### config.mk
export PLATFORM = sky130hd
export DESIGN_NAME = boot_seq
export DESIGN_NICKNAME = d
export VERILOG_FILES = /design/src/rtl/boot_seq.sv
export SDC_FILE = /design/constraint.sdc
export NUM_CORES = 1
export LEC_CHECK = 0
export ABC_AREA = 1
export BUFFER_PORTS_ARGS = -buffer_cell sky130_fd_sc_hd__buf_2
export CAP_MARGIN = 5
export CORE_UTILIZATION = 60
export CTS_CLUSTER_DIAMETER = 120
export DETAILED_ROUTE_END_ITERATION = 8
export PLACE_DENSITY = 0.81
export SLEW_MARGIN = 5
export SYNTH_ARGS = -nofsm -noshare
export SYNTH_HDL_FRONTEND = slang
export SYNTH_SLANG_ARGS = --single-unit
### constraint.sdc
create_clock -name clk -period 5.6 [get_ports clk]
set_input_delay 1.12 -clock clk [delete_from_list [all_inputs] [get_ports clk]]
set_output_delay 1.12 -clock clk [all_outputs]
set_load 0.02 [all_outputs]
### src/rtl/boot_seq.sv
module boot_seq #(
  parameter int          OFF_W   = 24,
  parameter int          CLK_MHZ = 125,
  parameter int          HOLD_US = 100,
  parameter logic [31:0] DM_BASE = 32'h3FFE_0000,
  parameter logic [31:0] IM_BASE = 32'h4000_0000
) (
  input  logic             clk,
  input  logic             rst_n,
  input  logic             start,
  input  logic [OFF_W-1:0] dm_offset,
  input  logic [OFF_W-1:0] dm_bytes,
  input  logic [OFF_W-1:0] im_offset,
  input  logic [OFF_W-1:0] im_bytes,
  output logic             src_req,
  output logic [OFF_W-1:0] src_addr,
  input  logic             src_valid,
  input  logic [31:0]      src_word,
  output logic             reg_wr,
  output logic             reg_rd,
  output logic [2:0]       reg_sel,
  output logic [15:0]      reg_wdata,
  input  logic             rd_valid,
  input  logic [15:0]      rd_data,
  output logic             done,
  output logic [2:0]       err
);
  localparam int HOLD_CYC = CLK_MHZ * HOLD_US;
  localparam int TW = $clog2(HOLD_CYC + 1);
  localparam int CW = OFF_W - 2;
  localparam logic [TW-1:0] TLAST = TW'(HOLD_CYC - 2);
  localparam logic [CW-1:0] ONE = CW'(1);

  typedef enum logic [3:0] {
    S_IDLE, S_STALL, S_CRST, S_AHI, S_ALO, S_FETCH, S_DHI, S_DLO,
    S_EXEC, S_RDCRC, S_WCRC, S_CLR, S_HOLD, S_WAIT, S_REL, S_DONE
  } st_t;

  st_t             st;
  logic            sec;
  logic [CW-1:0]   cnt, dm_w, im_w;
  logic [OFF_W-1:0] dm_o, im_o;
  logic [31:0]     word;
  logic [15:0]     crc;
  logic [TW-1:0]   tmr;

  function automatic logic [15:0] crc_word(input logic [15:0] c, input logic [31:0] w);
    logic [15:0] r;
    r = c;
    for (int i = 31; i >= 0; i--)
      r = {r[14:0], 1'b0} ^ ((r[15] ^ w[i]) ? 16'h1021 : 16'h0000);
    return r;
  endfunction

  wire [CW-1:0]    words = sec ? im_w : dm_w;
  wire [31:0]      base  = sec ? IM_BASE : DM_BASE;
  wire [OFF_W-1:0] off   = sec ? im_o : dm_o;

  assign src_req  = (st == S_FETCH);
  assign src_addr = off + {cnt, 2'b00};
  assign reg_rd   = (st == S_RDCRC);
  assign done     = (st == S_DONE);

  always_comb begin
    reg_wr    = 1'b1;
    reg_sel   = 3'd0;
    reg_wdata = 16'h0000;
    case (st)
      S_STALL: begin reg_sel = 3'd0; reg_wdata = 16'h0003; end
      S_CRST:  begin reg_sel = 3'd1; reg_wdata = 16'h0001; end
      S_AHI:   begin reg_sel = 3'd2; reg_wdata = base[31:16]; end
      S_ALO:   begin reg_sel = 3'd3; reg_wdata = base[15:0]; end
      S_DHI:   begin reg_sel = 3'd4; reg_wdata = word[31:16]; end
      S_DLO:   begin reg_sel = 3'd5; reg_wdata = word[15:0]; end
      S_EXEC:  begin reg_sel = 3'd1; reg_wdata = 16'h0006; end
      S_CLR:   begin reg_sel = 3'd6; reg_wdata = 16'h0000; end
      S_HOLD:  begin reg_sel = 3'd0; reg_wdata = 16'h0007; end
      S_REL:   begin reg_sel = 3'd0; reg_wdata = 16'h0002; end
      S_RDCRC: begin reg_wr = 1'b0; reg_sel = 3'd7; end
      default: reg_wr = 1'b0;
    endcase
  end

  always_ff @(posedge clk or negedge rst_n) begin
    if (!rst_n) begin
      st   <= S_IDLE;
      sec  <= 1'b0;
      cnt  <= '0;
      dm_w <= '0;
      im_w <= '0;
      dm_o <= '0;
      im_o <= '0;
      word <= '0;
      crc  <= '0;
      tmr  <= '0;
      err  <= 3'd0;
    end else begin
      case (st)
        S_IDLE: if (start) begin
          err  <= 3'd0;
          sec  <= 1'b0;
          dm_w <= dm_bytes[OFF_W-1:2];
          im_w <= im_bytes[OFF_W-1:2];
          dm_o <= dm_offset;
          im_o <= im_offset;
          if (dm_bytes[1:0] != 2'b00)      begin err <= 3'd1; st <= S_DONE; end
          else if (im_bytes[1:0] != 2'b00) begin err <= 3'd2; st <= S_DONE; end
          else st <= S_STALL;
        end
        S_STALL: st <= S_CRST;
        S_CRST:  begin crc <= '0; st <= S_AHI; end
        S_AHI:   st <= S_ALO;
        S_ALO:   begin cnt <= '0; st <= (words == '0) ? S_RDCRC : S_FETCH; end
        S_FETCH: if (src_valid) begin word <= src_word; st <= S_DHI; end
        S_DHI:   st <= S_DLO;
        S_DLO:   st <= S_EXEC;
        S_EXEC: begin
          crc <= crc_word(crc, word);
          cnt <= cnt + ONE;
          st  <= (cnt + ONE == words) ? S_RDCRC : S_FETCH;
        end
        S_RDCRC: st <= S_WCRC;
        S_WCRC: if (rd_valid) begin
          if (rd_data != crc) begin
            err <= sec ? 3'd4 : 3'd3;
            st  <= S_DONE;
          end else if (!sec) begin
            sec <= 1'b1;
            st  <= S_CRST;
          end else st <= S_CLR;
        end
        S_CLR:  st <= S_HOLD;
        S_HOLD: begin tmr <= '0; st <= S_WAIT; end
        S_WAIT: if (tmr == TLAST) st <= S_REL; else tmr <= tmr + 1'b1;
        S_REL:  st <= S_DONE;
        default: st <= S_IDLE;
      endcase
    end
  end

  p_done_pulse_r9: assert property (@(posedge clk) disable iff (!rst_n)
    done |=> !done);

  p_fetch_hold_r5: assert property (@(posedge clk) disable iff (!rst_n)
    (src_req && !src_valid) |=> (src_req && $stable(src_addr)));

  p_err_on_done_r6: assert property (@(posedge clk) disable iff (!rst_n)
    (err != $past(err)) |-> (done || err == 3'd0));

  p_hold_quiet_r8: assert property (@(posedge clk) disable iff (!rst_n)
    (reg_wr && reg_sel == 3'd0 && reg_wdata == 16'h0007) |=> !reg_wr);

  p_no_rd_wr_r4: assert property (@(posedge clk) disable iff (!rst_n)
    reg_rd |-> (!reg_wr && !src_req));
endmodule

==> results.txt <==
----------------------------------------------------
[Cells and area]
  Fraction of layout instances using a drive strength above 1 ... 0.1853
  Multi-input combinational cell area ... 0.006316 mm²
  Non-Filler Cell Area, Final ... 0.01345 mm²
  Total of fill cells in the finished design ... 1583
  Net count, final ... 1974
  Synth-to-Final Area Change ... 15.58%
  Most common cell after layout, fill and taps aside ... sky130_fd_sc_hd__nand2_1
  Final core area utilization ... 0.7143
  Combined flip-flop and latch cell area ... 0.004604 mm²
  Commonest non-fill, non-tap cells in the layout ... sky130_fd_sc_hd__nand2_1, sky130_fd_sc_hd__buf_2, sky130_fd_sc_hd__dfrtp_1, sky130_fd_sc_hd__inv_1, sky130_fd_sc_hd__nand3_1
  Diode insertion count for antenna repair ... 0

[Floorplan]
  Die Outline Area ... 0.01996 mm²
  # IOs ... 199
  Floorplan die width ... 141.3 µm
  Chip height ... 141.3 µm
  Initial standard-cell utilization of the core ... 0.6180
  Number of placement rows ... 50
  Area of the placeable core ... 0.01883 mm²

[Hold path]
  Class of the most critical hold timing path ... reg2reg
  Min-Delay Endpoint ... tmr[13]$_DFFE_PN0P_
  Worst hold path cell count ... 1
  Critical hold path startpoint ... tmr[13]$_DFFE_PN0P_

[Setup path]
  Worst Reg-to-Reg Cells ... 8
  Startpoint class of the critical path ... flip-flop
  Reg-to-reg startpoint ... st[3]$_DFFE_PN0P_
  Register-to-Register Setup Slack ... 2680 ps
  Nature of the critical path endpoint ... output pin
  Data arrival at the endpoint of the critical path ... 3930 ps
  Data required time at the worst endpoint ... 4480 ps
  CP Class ... reg2out
  Crit-path max FO ... 48
  FF-to-FF End ... cnt[0]$_DFFE_PN0P_

[Placed design]
  Placed cell area ... 0.01287 mm²
  Count of buffers inserted at the top-level ports ... 198
  Placed wire-length estimate after detailed placement ... 24060 µm
  Final weighted congestion in routability-driven placement ... 0.9827
  Pre-CTS WS ... 1124 ps

[CTS]
  H-Tree Depth ... 4
  Setup bufs post-CTS ... 0
  Number of clock buffers inserted by TritonCTS ... 17
  CTS tree ... done
  Buffer type at the clock tree root ... sky130_fd_sc_hd__clkbuf_16
  Latest clock arrival within the worst-skew pair ... 450 ps
  Hold bufs inserted after CTS ... 0
  Clock tree buffer depth ... 2
  Register clock-pin slew on the reported worst setup and hold paths ... 80 ps
  Sink count of the clock tree ... 184
  Post-cts sizing count ... 0

[Logic synthesis]
  Top post-synthesis cells by area ... sky130_fd_sc_hd__dfrtp_1, sky130_fd_sc_hd__nand2_1, sky130_fd_sc_hd__inv_1, sky130_fd_sc_hd__nand3_1, sky130_fd_sc_hd__xor2_1
  Most instantiated flip-flop cell in the synthesis netlist ... sky130_fd_sc_hd__dfrtp_1
  Area share of the leading cell type in the synthesized netlist ... 0.3957
  Post-synthesis instance area ... 0.01164 mm²
  Number of warnings reported in the yosys synthesis log ... 0
  Seq cells post-synth ... 184
  Net count after synthesis ... 1793
  Sequential-to-total area share from yosys stat ... 0.3957
  Instance count of the mapped netlist ... 1619
  Synth unique cells ... 48
  Post-synthesis average cell area ... 7.188 µm²
  Async SR Flop Fraction ... 1.000
  Post-synth EDFFs ... 0
  Largest area contributor in the synthesized netlist ... sky130_fd_sc_hd__dfrtp_1

[Route]
  Detail Route Antenna Nets ... 0
  Remaining routing DRC violations ... 0
  Initial DRT Pass Iterations ... 6
  DRT iter0 DRCs ... 737
  Via Count ... 11190
  Vias per Instance ... 5.397
  Average wire per cell in the routed design ... 15.50 µm
  Final Routed Wirelength ... 32130 µm

[Global routing]
  Via count of the first global-routing pass ... 10870
  Pin count of the biggest net entering global routing ... 126
  Initial antenna violation count ... 0
  Wire length of the first global-routing pass ... 51870 µm
  Gr usage total ... 0.3325
  Global route overflow ... 0

[STA]
  Slack of the critical path ... 553.4 ps
  Clock Skew ... 17.12 ps
  Final-report max-slew violation count ... 0
  RSZ-0062 raised after global routing ... no
  Final hold violation count ... 0
  Worst slew pin tran ... 986.0 ps
  Highest clock rate ... 198.2 MHz
  Headroom to the max-slew limit ... 0.3403
  Setup total negative slack ... 0 ps
  Final period demand of the worst path ... 5047 ps
  Final setup violation count ... 0
  Final critical-path share of the clock period ... 0.9012

[Status]
  Run status ... complete, no violations

[Flow run]
  Maxcap violations ... 0

----------------------------------------------------
[worst max-delay path, stage by stage, from the launching register on]
cell                       delay (ps)
sky130_fd_sc_hd__dfrtp_1          390
sky130_fd_sc_hd__buf_4            310
sky130_fd_sc_hd__o21ai_0          430
sky130_fd_sc_hd__inv_1             90
sky130_fd_sc_hd__ha_1             280
sky130_fd_sc_hd__nand3_1           80
sky130_fd_sc_hd__nand2_1          120
sky130_fd_sc_hd__a21oi_1          110
sky130_fd_sc_hd__o21ai_0          310
sky130_fd_sc_hd__a21boi_1         180
sky130_fd_sc_hd__o21bai_1         230
sky130_fd_sc_hd__a21boi_0         200
sky130_fd_sc_hd__o21ai_1          320
sky130_fd_sc_hd__nand2_1          120
sky130_fd_sc_hd__nand2_1           70
sky130_fd_sc_hd__nand2_1           40
sky130_fd_sc_hd__nand2_1           60
sky130_fd_sc_hd__buf_2            150
[synth_stat cells, drive strengths merged, types with 2 or more instances]
| cell | n |
|---|---|
| inv | 146 |
| buf | 7 |
| nand3b | 9 |
| mux2 | 13 |
| nor2 | 80 |
| o2111ai | 2 |
| dfrtp | 184 |
| a21oi | 60 |
| mux2i | 3 |
| clkbuf | 37 |
| nor4 | 9 |
| o22ai | 23 |
| xnor2 | 33 |
| or2 | 17 |
| a211oi | 2 |
| xor2 | 53 |
| nand4 | 23 |
| a31oi | 3 |
| o221ai | 6 |
| nor3 | 18 |
| a21boi | 2 |
| and3 | 2 |
| o21ai | 50 |
| o211ai | 5 |
| nand2 | 702 |
| nand3 | 98 |
| ha | 24 |
[logic make-up after synthesis]
| group | share of synthesized area |
|---|---|
| AND/OR/NAND/NOR | 0.3565 |
| buffers and inverters | 0.06182 |
| XOR/XNOR | 0.06601 |
| multiplexers | 0.01516 |
| AO/OA/AOI/OAI | 0.07731 |
| adder cells (fa/ha/maj) | 0.02752 |
| flip-flops | 0.3957 |
[area by class of cell]
| class | instances | area share |
|---|---|---|
| clock buffers | 17 | 0.03163 |
| clock inverters | 15 | 0.01172 |
| inverters | 147 | 0.04102 |
| multi-input cells | 1244 | 0.4696 |
| flip-flops and latches | 184 | 0.3423 |
| well taps | 260 | 0.02419 |
| repair buffers | 206 | 0.07954 |
[stage by stage]
step | std cells | hold slack [ps]
after floorplan | 1619 | 434.1
after global placement | 2041 | 457.2
after detailed placement | 2041 | 460.0
after CTS | 2073 | 477.5
after global routing | 2073 | 488.6
final | 2073 | 477.5
[routing by layer]
| layer | part of all wire | track usage | vias up |
|---|---|---|---|
| li1 | - | - | 5532 |
| met1 | 0.42 | 0.4104 | 5207 |
| met2 | 0.49 | 0.5761 | 365 |
| met3 | 0.050 | 0.04590 | 83 |
| met4 | 0.039 | 0.1590 | 0 |
| met5 | 0 | 0 | - |
[worst max-delay path by stage]
stage	startpoint	end	slack, ps	depth (start not counted)
floorplan	sec$_DFFE_PN0P_	src_addr[22]	1150	17
global placement	sec$_DFFE_PN0P_	src_addr[21]	1230	17
detailed placement	sec$_DFFE_PN0P_	src_addr[21]	1120	16
CTS	sec$_DFFE_PN0P_	src_addr[21]	560	16
global route	sec$_DFFE_PN0P_	src_addr[21]	190	17
finish	sec$_DFFE_PN0P_	src_addr[23]	550	17
[state kept, by name (all words and copies together) (netlist names)]
name / count
im_w: 22
dm_w: 22
im_o: 24
st: 4
err: 3
cnt: 22
dm_o: 24
crc: 16
word: 32
tmr: 14
sec: 1
Power is left out: the tool's default activity adds up to more than one toggle a clock period on the data nets, which glitch-free logic cannot reach.
